==> src/rtl/rect_xfer_pkg.sv <==
package rect_xfer_pkg;

  typedef enum logic [1:0] {
    SEQ_IDLE = 2'd0,
    SEQ_PIX0 = 2'd1,
    SEQ_PIX1 = 2'd2,
    SEQ_CAP  = 2'd3
  } seq_state_e;

  // opcode bits [7:5] that select a memory-to-host transfer
  localparam logic [2:0] RD_OP_TAG = 3'b110;

  localparam int unsigned ROW_FIELD_LSB = 16;

endpackage

==> src/rtl/rect_xfer_decode.sv <==
module rect_xfer_decode
  import rect_xfer_pkg::*;
#(
  parameter int unsigned X_W = 10,
  parameter int unsigned Y_W = 9
) (
  input  logic [7:0]   opcode_i,
  input  logic [31:0]  pos_i,
  input  logic [31:0]  size_i,
  output logic [X_W-1:0] x0_o,
  output logic [Y_W-1:0] y0_o,
  output logic [X_W:0]   w_o,
  output logic [Y_W:0]   h_o,
  output logic           rd_o
);

  localparam int unsigned YL = ROW_FIELD_LSB;

  logic [X_W-1:0] w_fld;
  logic [Y_W-1:0] h_fld;

  assign x0_o  = pos_i[X_W-1:0];
  assign y0_o  = pos_i[YL +: Y_W];
  assign w_fld = size_i[X_W-1:0];
  assign h_fld = size_i[YL +: Y_W];

  // zero field means full extent: ((f - 1) & mask) + 1
  assign w_o  = {(w_fld == '0), w_fld};
  assign h_o  = {(h_fld == '0), h_fld};
  assign rd_o = (opcode_i[7:5] == RD_OP_TAG);

  logic unused_bits;
  assign unused_bits = ^{opcode_i[4:0], pos_i[YL-1:X_W], pos_i[31:YL+Y_W],
                         size_i[YL-1:X_W], size_i[31:YL+Y_W]};

endmodule

==> src/rtl/rect_xfer_walker.sv <==
module rect_xfer_walker #(
  parameter int unsigned X_W = 10,
  parameter int unsigned Y_W = 9
) (
  input  logic               clk_i,
  input  logic               rst_ni,
  input  logic               load_i,
  input  logic [X_W-1:0]     x0_i,
  input  logic [Y_W-1:0]     y0_i,
  input  logic [X_W:0]       w_i,
  input  logic [Y_W:0]       h_i,
  input  logic               step_i,
  output logic [X_W+Y_W-1:0] addr_o,
  output logic               busy_o
);

  logic [X_W-1:0] x0_q;
  logic [Y_W-1:0] y_q;
  logic [X_W-1:0] col_q;
  logic [X_W:0]   w_q;
  logic [Y_W:0]   h_q;
  logic           row_end;

  assign row_end = ({1'b0, col_q} == (w_q - (X_W+1)'(1)));
  assign busy_o  = (h_q != '0);
  assign addr_o  = {y_q, x0_q + col_q};  // X_W-bit sum wraps the column

  always_ff @(posedge clk_i or negedge rst_ni) begin
    if (!rst_ni) begin
      x0_q  <= '0;
      y_q   <= '0;
      col_q <= '0;
      w_q   <= '0;
      h_q   <= '0;
    end else if (load_i) begin
      x0_q  <= x0_i;
      y_q   <= y0_i;
      col_q <= '0;
      w_q   <= w_i;
      h_q   <= h_i;
    end else if (step_i && busy_o) begin
      if (row_end) begin
        col_q <= '0;
        y_q   <= y_q + Y_W'(1);
        h_q   <= h_q - (Y_W+1)'(1);
      end else begin
        col_q <= col_q + X_W'(1);
      end
    end
  end

endmodule

==> src/rtl/rect_xfer_seq.sv <==
module rect_xfer_seq
  import rect_xfer_pkg::*;
#(
  parameter int unsigned PIX_W = 16
) (
  input  logic               clk_i,
  input  logic               rst_ni,
  input  logic               start_i,
  input  logic               busy_i,
  input  logic               rd_mode_i,
  input  logic               wr_valid_i,
  input  logic [2*PIX_W-1:0] wr_word_i,
  output logic               wr_ready_o,
  input  logic               rd_req_i,
  output logic               rd_valid_o,
  output logic [2*PIX_W-1:0] rd_word_o,
  input  logic [PIX_W-1:0]   mem_rdata_i,
  output logic               pix_we_o,
  output logic               pix_re_o,
  output logic [PIX_W-1:0]   pix_wdata_o,
  output logic               step_o
);

  seq_state_e           st_q;
  logic [PIX_W-1:0]     lane_q [2];
  logic                 hi_ok_q;
  logic                 idle;
  logic                 acc_wr;
  logic                 acc_rd;
  logic                 pix_act;
  logic                 sel_hi;

  assign idle       = (st_q == SEQ_IDLE);
  assign wr_ready_o = idle && busy_i && !rd_mode_i;
  assign acc_wr     = wr_ready_o && wr_valid_i;
  assign acc_rd     = idle && busy_i && rd_mode_i && rd_req_i;
  assign pix_act    = ((st_q == SEQ_PIX0) || (st_q == SEQ_PIX1)) && busy_i;
  assign sel_hi     = (st_q == SEQ_PIX1);
  assign pix_we_o   = pix_act && !rd_mode_i;
  assign pix_re_o   = pix_act && rd_mode_i;
  assign step_o     = pix_act;
  assign pix_wdata_o = lane_q[sel_hi];

  always_ff @(posedge clk_i or negedge rst_ni) begin
    if (!rst_ni) begin
      st_q       <= SEQ_IDLE;
      lane_q[0]  <= '0;
      lane_q[1]  <= '0;
      hi_ok_q    <= 1'b0;
      rd_valid_o <= 1'b0;
      rd_word_o  <= '0;
    end else begin
      rd_valid_o <= 1'b0;
      if (start_i) begin
        st_q <= SEQ_IDLE;
      end else begin
        unique case (st_q)
          SEQ_IDLE: begin
            if (acc_wr) begin
              lane_q[0] <= wr_word_i[PIX_W-1:0];
              lane_q[1] <= wr_word_i[2*PIX_W-1:PIX_W];
            end
            if (acc_wr || acc_rd) st_q <= SEQ_PIX0;
          end
          SEQ_PIX0: st_q <= SEQ_PIX1;
          SEQ_PIX1: begin
            hi_ok_q <= busy_i;
            if (rd_mode_i) begin
              lane_q[0] <= mem_rdata_i;  // data for the read issued in PIX0
              st_q      <= SEQ_CAP;
            end else begin
              st_q <= SEQ_IDLE;
            end
          end
          SEQ_CAP: begin
            rd_word_o  <= {(hi_ok_q ? mem_rdata_i : {PIX_W{1'b0}}), lane_q[0]};
            rd_valid_o <= 1'b1;
            st_q       <= SEQ_IDLE;
          end
          default: st_q <= SEQ_IDLE;
        endcase
      end
    end
  end

endmodule

==> src/rtl/rect_xfer_engine.sv <==
module rect_xfer_engine
  import rect_xfer_pkg::*;
#(
  parameter int unsigned X_W   = 10,
  parameter int unsigned Y_W   = 9,
  parameter int unsigned PIX_W = 16
) (
  input  logic                 clk_i,
  input  logic                 rst_ni,
  input  logic                 start_i,
  input  logic [7:0]           opcode_i,
  input  logic [31:0]          pos_i,
  input  logic [31:0]          size_i,
  input  logic                 wr_valid_i,
  input  logic [2*PIX_W-1:0]   wr_word_i,
  output logic                 wr_ready_o,
  input  logic                 rd_req_i,
  output logic                 rd_valid_o,
  output logic [2*PIX_W-1:0]   rd_word_o,
  output logic                 mem_we_o,
  output logic                 mem_re_o,
  output logic [X_W+Y_W-1:0]   mem_addr_o,
  output logic [PIX_W-1:0]     mem_wdata_o,
  input  logic [PIX_W-1:0]     mem_rdata_i,
  output logic                 busy_o,
  output logic                 anomaly_o
);

  logic [X_W-1:0] dec_x0;
  logic [Y_W-1:0] dec_y0;
  logic [X_W:0]   dec_w;
  logic [Y_W:0]   dec_h;
  logic           dec_rd;
  logic           rd_mode_q;
  logic           step;

  rect_xfer_decode #(.X_W(X_W), .Y_W(Y_W)) u_decode (
    .opcode_i (opcode_i),
    .pos_i    (pos_i),
    .size_i   (size_i),
    .x0_o     (dec_x0),
    .y0_o     (dec_y0),
    .w_o      (dec_w),
    .h_o      (dec_h),
    .rd_o     (dec_rd)
  );

  rect_xfer_walker #(.X_W(X_W), .Y_W(Y_W)) u_walker (
    .clk_i  (clk_i),
    .rst_ni (rst_ni),
    .load_i (start_i),
    .x0_i   (dec_x0),
    .y0_i   (dec_y0),
    .w_i    (dec_w),
    .h_i    (dec_h),
    .step_i (step),
    .addr_o (mem_addr_o),
    .busy_o (busy_o)
  );

  rect_xfer_seq #(.PIX_W(PIX_W)) u_seq (
    .clk_i       (clk_i),
    .rst_ni      (rst_ni),
    .start_i     (start_i),
    .busy_i      (busy_o),
    .rd_mode_i   (rd_mode_q),
    .wr_valid_i  (wr_valid_i),
    .wr_word_i   (wr_word_i),
    .wr_ready_o  (wr_ready_o),
    .rd_req_i    (rd_req_i),
    .rd_valid_o  (rd_valid_o),
    .rd_word_o   (rd_word_o),
    .mem_rdata_i (mem_rdata_i),
    .pix_we_o    (mem_we_o),
    .pix_re_o    (mem_re_o),
    .pix_wdata_o (mem_wdata_o),
    .step_o      (step)
  );

  always_ff @(posedge clk_i or negedge rst_ni) begin
    if (!rst_ni) begin
      rd_mode_q <= 1'b0;
      anomaly_o <= 1'b0;
    end else if (start_i) begin
      rd_mode_q <= dec_rd;
      if (busy_o) anomaly_o <= 1'b1;
    end
  end

endmodule

==> config.mk <==
export PLATFORM = sky130hd
export DESIGN_NAME = rect_xfer_engine
export DESIGN_NICKNAME = d
export VERILOG_FILES = /design/src/rtl/rect_xfer_pkg.sv /design/src/rtl/rect_xfer_decode.sv /design/src/rtl/rect_xfer_walker.sv /design/src/rtl/rect_xfer_seq.sv /design/src/rtl/rect_xfer_engine.sv
export SDC_FILE = /design/constraint.sdc
export NUM_CORES = 1
export LEC_CHECK = 0
export ABC_AREA = 1
export CORE_ASPECT_RATIO = 1.4
export CORE_MARGIN = 2
export CORE_UTILIZATION = 41
export CTS_CLUSTER_DIAMETER = 50
export DETAILED_ROUTE_END_ITERATION = 8
export GPL_ROUTABILITY_DRIVEN = 0
export HOLD_SLACK_MARGIN = 0.08
export PLACE_DENSITY = 0.74
export SLEW_MARGIN = 20
export SYNTH_ARGS = -nofsm -noshare
export SYNTH_HDL_FRONTEND = slang
export SYNTH_SLANG_ARGS = --single-unit
==> constraint.sdc <==
create_clock -name clk_i -period 2.23 [get_ports clk_i]
set_input_delay 0.669 -clock clk_i [delete_from_list [all_inputs] [get_ports clk_i]]
set_output_delay 0.669 -clock clk_i [all_outputs]
set_load 0.02 [all_outputs]
After elaboration in Yosys (flattened, before gate mapping)
Index checks and enable logic that the tools add are counted.

Bits in registers: 120. Latch bits: 0. RAM bits: 0. Bits in read-only memories: 0. Input port bits: 125. Logic and storage cells: 76. Memories: 0.

Add/sub/neg operators: 5. Multiply operators: 0. Divide/modulo/power cells: 0. $lt $le $gt $ge: 1. Equality and inequality tests: 8. Shift-type cells: 0. Multiplexer cells: 22. Bitwise operators: 2. Reduce and logical (&&, ||, !) cells: 25.

Operator list (number): $mux 16 (5); $mux 10 (6); $mux 32 (1); $pmux 16 s2 (1); $mux 9 (3); $eq 10x11->1 (1); $sub 11x1->11 const B (1); $add 10x1->10 const B (1); $add 10x10->10 (1); $logic_not 10->1 (1); $reduce_bool 10->1 (1); $sub 10x1->10 const B (1); $add 9x1->9 const B (1); $logic_and 1x1->1 (9); $logic_not 9->1 (1); $pmux 2 s4 (1); $reduce_and 2->1 (4); $mux 2 (3); $reduce_bool 2->1 (3); $eq 2x2->1 const B (2); $ne 2x2->1 const B (2); $reduce_and 4->1 (1); $eq 3x3->1 const B (1); $ne 3x3->1 const B (1); 9 further kinds (11).

Logic depth before layout (Yosys ltp)
Depth in word-level cells: 8. Gate-level depth with buffers: 15. Gate-level depth less buffers: 14.

Hierarchy
Synthesis repeated with hierarchy kept, for this count alone.

Cells, all modules: 1011. Area total of the unflattened synthesis: 7299.5 µm².

Modules (own cells, without submodules): rect_xfer_walker (times used 1, cells an instance 504, area each 3452.1 µm², sequential area each 1251.2 µm²); rect_xfer_seq (times used 1, cells an instance 442, area each 3415.8 µm², sequential area each 1701.6 µm²); rect_xfer_decode (times used 1, cells an instance 56, area each 355.3 µm², sequential area each 0.0 µm²); rect_xfer_engine (times used 1, cells an instance 9, area each 76.3 µm², sequential area each 50.0 µm²).

Least setup slack after synthesis
OpenSTA, ideal clock, no wires.

Kind: register -> output. Start point: register u_walker.col_q[0]. End point: output port mem_addr_o[6]. Arrival time: 1.952 ns. Required time: 1.561 ns. Path slack: -0.391 ns. Stages on the path, launching flop included: 9. Buffers on the path: 0. Path through: dfrtp_1 -> ha_1 -> inv_1 -> fa_1 -> o21ai_0 -> a21oi_1 -> nor2_1 -> nor2_1 -> xnor2_1.

Longest elaborated chain between the ends: 1.

RTL lines: from (decl) (RTL line rect_xfer_walker.sv:19) `logic [X_W-1:0] col_q;`; from (signal assigned) (RTL line rect_xfer_walker.sv:47) `col_q <= col_q + X_W'(1);`; $add 10x10->10 (RTL line rect_xfer_walker.sv:26) `assign addr_o = {y_q, x0_q + col_q};`; to (decl) (RTL line rect_xfer_engine.sv:22) `output logic [X_W+Y_W-1:0] mem_addr_o,`.

Every way passes these cells.

Worst setup path after layout
Start point: register u_walker.x0_q[0]. End point: output port mem_addr_o[6].

Longest elaborated chain between the ends: 1.

RTL lines: from (decl) (RTL line rect_xfer_walker.sv:17) `logic [X_W-1:0] x0_q;`; from (signal assigned) (RTL line rect_xfer_walker.sv:36) `x0_q <= x0_i;`; $add 10x10->10 (RTL line rect_xfer_walker.sv:26).

Every way passes these cells.

==> insert_results.sql <==
INSERT INTO impl_metrics (metric_group, metric, value, unit) VALUES
('critical_path', 'worstReg2RegStart', 'u_walker.w_q[0]$_DFFE_PN0P_', ''),
('layout', 'fin_area', '10460', 'um2'),
('die', 'die_y', '155.3', 'um'),
('placed_design', 'detailedPlacementHpwl', '14620', 'um'),
('yosys', 'yosysTopAreaCell', 'dfrtp_1', ''),
('sta', 'timing.hold.ws', '0.1524', 'ns'),
('yosys', 'ys_types', '38', ''),
('sta', 'timing.final.hold_violations', '0', ''),
('sta', 'setup_violations', '29', ''),
('critical_path', 'worst_path_top_cell_family_by_delay', 'adder cells', ''),
('drt', 'routed_via_density', '5.090', ''),
('cts', 'holdBufCountCts', '0', ''),
('critical_path', 'crit_path_cell_trace', 'ha_2, inv_2, fa_2, o21ai_2, buf_4, a21oi_2, nor2_1, nor2_1, xnor2_2, buf_4', ''),
('global_routing', 'grt_use_met3', '6.116', '%'),
('sta', 'final.setup.worst_slack', '-0.5992', 'ns'),
('critical_path', 'worst-r2r-setup-slack', '0.17', 'ns'),
('drt', 'total_wire_length', '21090', 'um'),
('die', 'io_pins', '198', ''),
('sta', 'grt_setup_unrepaired', 'true', ''),
('drt', 'detail_route.wl_per_cell', '15.52', 'um'),
('global_routing', 'track_usage', '23.92', '%'),
('drt', 'num_vias', '6917', ''),
('cts', 'cts.reportedPaths.clkPinSlew', '0.06', 'ns'),
('sta', 'achievable-frequency', '0.3535', 'GHz'),
('layout', 'design.final.nets', '1289', ''),
('yosys', 'synth.most_common_cell', 'nand2_1', ''),
('placed_design', 'placed_cells', '1298', ''),
('die', 'start_util', '41.65', '%'),
('yosys', 'synth.top_cells.by_area', 'dfrtp_1 45%, nand2_1 19%, o21ai_0 7.0%', ''),
('drt', 'drtAntennaViolNets', '0', ''),
('critical_path', 'crit_fanout', '2', ''),
('critical_path', 'startpoint_type', 'flop', ''),
('placed_design', 'post_place_cell_area', '9126', 'um2'),
('cts', 'htree_depth', '4', ''),
('yosys', 'synth_top_area_share', '44.78', '%'),
('sta', 'final_max_slew_viol_count', '0', ''),
('global_routing', 'globalRouteOverflowTotal', '0', ''),
('placed_design', 'port_buffers', '166', ''),
('layout', 'fill_cells', '1359', ''),
('sta', 'fin_crit_sh', '126.9', '%'),
('cts', 'cts_tree', 'yes', ''),
('critical_path', 'critical_path_class', 'flop to output pin', ''),
('sta', 'worst-slew-pin-transition', '0.3961', 'ns'),
('status', 'violated_checks', 'setup timing', ''),
('critical_path', 'timing.critical_path.depth', '10', ''),
('layout', 'ff_latch_area', '3004', 'um2'),
('yosys', 'postSynthCellCount', '903', ''),
('sta', 'fin_skew', '0.01203', 'ns'),
('layout', 'insertedDiodeCount', '0', ''),
('critical_path', 'cpPeakStageDelay', '0.38', 'ns'),
('die', 'die_width', '112.1', 'um'),
('yosys', 'synth_edf_count', '0', ''),
('layout', 'final-instance-count-excl-fill', '1359', ''),
('global_routing', 'grt_pass1_wl', '32990', 'um'),
('critical_path', 'r2r_end', 'u_walker.h_q[2]$_DFFE_PN0P_', ''),
('critical_path', 'critical_path_slowest_stage_cell', 'fa_2', ''),
('run', 'maxcap_violations', '0', ''),
('yosys', 'yosysSeqAreaShare', '44.78', '%'),
('cts', 'clk-insertion-delay-late', '0.43', 'ns'),
('critical_path', 'crit_path_end', 'mem_addr_o[6]', ''),
('status', 'outcome', 'finished with violations', ''),
('die', 'dieArea', '17410', 'um2'),
('yosys', 'synth_async_sr_flop_share', '100.0', '%'),
('yosys', 'post_synth_instance_area', '6706', 'um2'),
('yosys', 'synth_cell_count_leaders', '334 x nand2_1, 120 x dfrtp_1, 94 x o21ai_0, 80 x inv_1, 52 x nand3_1', ''),
('drt', 'dr.pass1.iters', '5', ''),
('layout', 'area_delta_synth_final', '55.99', '%'),
('layout', 'multi_input_comb_area', '3608', 'um2'),
('global_routing', 'grt_busiest_layer', 'met2', ''),
('sta', 'totalNegativeSetupSlack', '-5.075', 'ns'),
('critical_path', 'cp.required', '1.56', 'ns');
[stage by stage]
stage | worst slack [ns] | power, mW
detailed placement | -0.5634 | 7.547
global placement | -0.5202 | 7.451
finish | -0.5992 | 11.27
floorplan | -0.1036 | 5.501
CTS | -0.5557 | 10.85
global route | -0.6794 | 11.94
[timing repair]
action                                 4_1_cts  5_1_grt
setup endpoints to repair                   59       60
cloned                                       2        1
setup buffers                               18       12
resized for setup                          234       79
endpoints found under the hold margin        0        0
pin swaps                                   17       22
[logic make-up (layout without fill, tap and decap cells)]
logic type | after synthesis | in the layout | share of synthesized area (%)
fa+ha+maj | 17 | 17 | 3.284
compound gates | 151 | 151 | 12.24
simple gates | 465 | 465 | 29.29
flops | 120 | 120 | 44.78
xor+xnor | 19 | 19 | 2.481
buf+inv | 131 | 388 | 7.929
[placed cells by master, fill, tap and decap left out, types with 13 or more instances in the layout]
cell type	Yosys	layout
nand2_1	334	320
inv_2	11	17
nand3_1	52	50
clkbuf_16	0	18
inv_1	80	72
buf_4	2	80
o22ai_1	14	14
nor2_1	39	36
clkdlybuf4s50_1	0	132
dfrtp_1	120	119
o21ai_0	94	75
buf_6	3	32
o21ai_2	0	13
[layout make-up]
class                      count  share of cell area [%]
multi-input combinational    652                   34.49
inverter                      92                   3.349
clock buffer                  18                   4.198
tap                          199                   2.380
clock inverter                14                   1.662
timing repair buffer         264                   25.20
sequential                   120                   28.72
[metal layers]
layer | wire (um) | vias up
met4 | 612 | 0
met2 | 11100 | 231
met1 | 7958 | 3243
met3 | 1414 | 45
li1 | - | 3398
met5 | 0 | -
[registers in the layout, summed over array words and instances, names as in the netlist]
register	flops
u_seq.rd_word_o	32
anomaly_o	1
u_walker.w_q	11
u_walker.col_q	10
u_seq.st_q	2
u_seq.hi_ok_q	1
u_walker.x0_q	10
u_walker.h_q	10
u_walker.y_q	9
u_seq.lane_q	32
rd_mode_q	1
u_seq.rd_valid_o	1
[worst min path at each step]
| stage | start | to | slack (ns) | depth (start not counted) |
|---|---|---|---|---|
| 6_report | rst_ni | u_walker.y_q[7]$_DFFE_PN0P_ | 0.15 | 1 |
| 4_1_cts | rst_ni | u_walker.y_q[7]$_DFFE_PN0P_ | 0.15 | 1 |
| 5_1_grt | rst_ni | u_walker.y_q[7]$_DFFE_PN0P_ | 0.17 | 1 |
| 3_5_place_dp | anomaly_o$_DFFE_PN0P_ | anomaly_o$_DFFE_PN0P_ | 0.45 | 1 |
| 2_1_floorplan | rst_ni | anomaly_o$_DFFE_PN0P_ | 0.37 | 0 |
| 3_3_place_gp | anomaly_o$_DFFE_PN0P_ | anomaly_o$_DFFE_PN0P_ | 0.44 | 1 |
[worst reg2reg max path, delay by kind of cell (launching register included)]
family	cells	cell delay, ns
adder cells (fa/ha/maj)	1	0.24
buffers and inverters	1	0.10
flip-flops	1	0.40
AND/OR/NAND/NOR	11	1.21
[power breakdown]
group          leakage (nW)  switching, mW  total [mW]  internal (mW)
clock network         0.289           1.08        2.87           1.79
logic                  3.24           2.73        5.14           2.41
registers              1.56          0.487        3.27           2.78
Power figures use the tool's default switching activity.
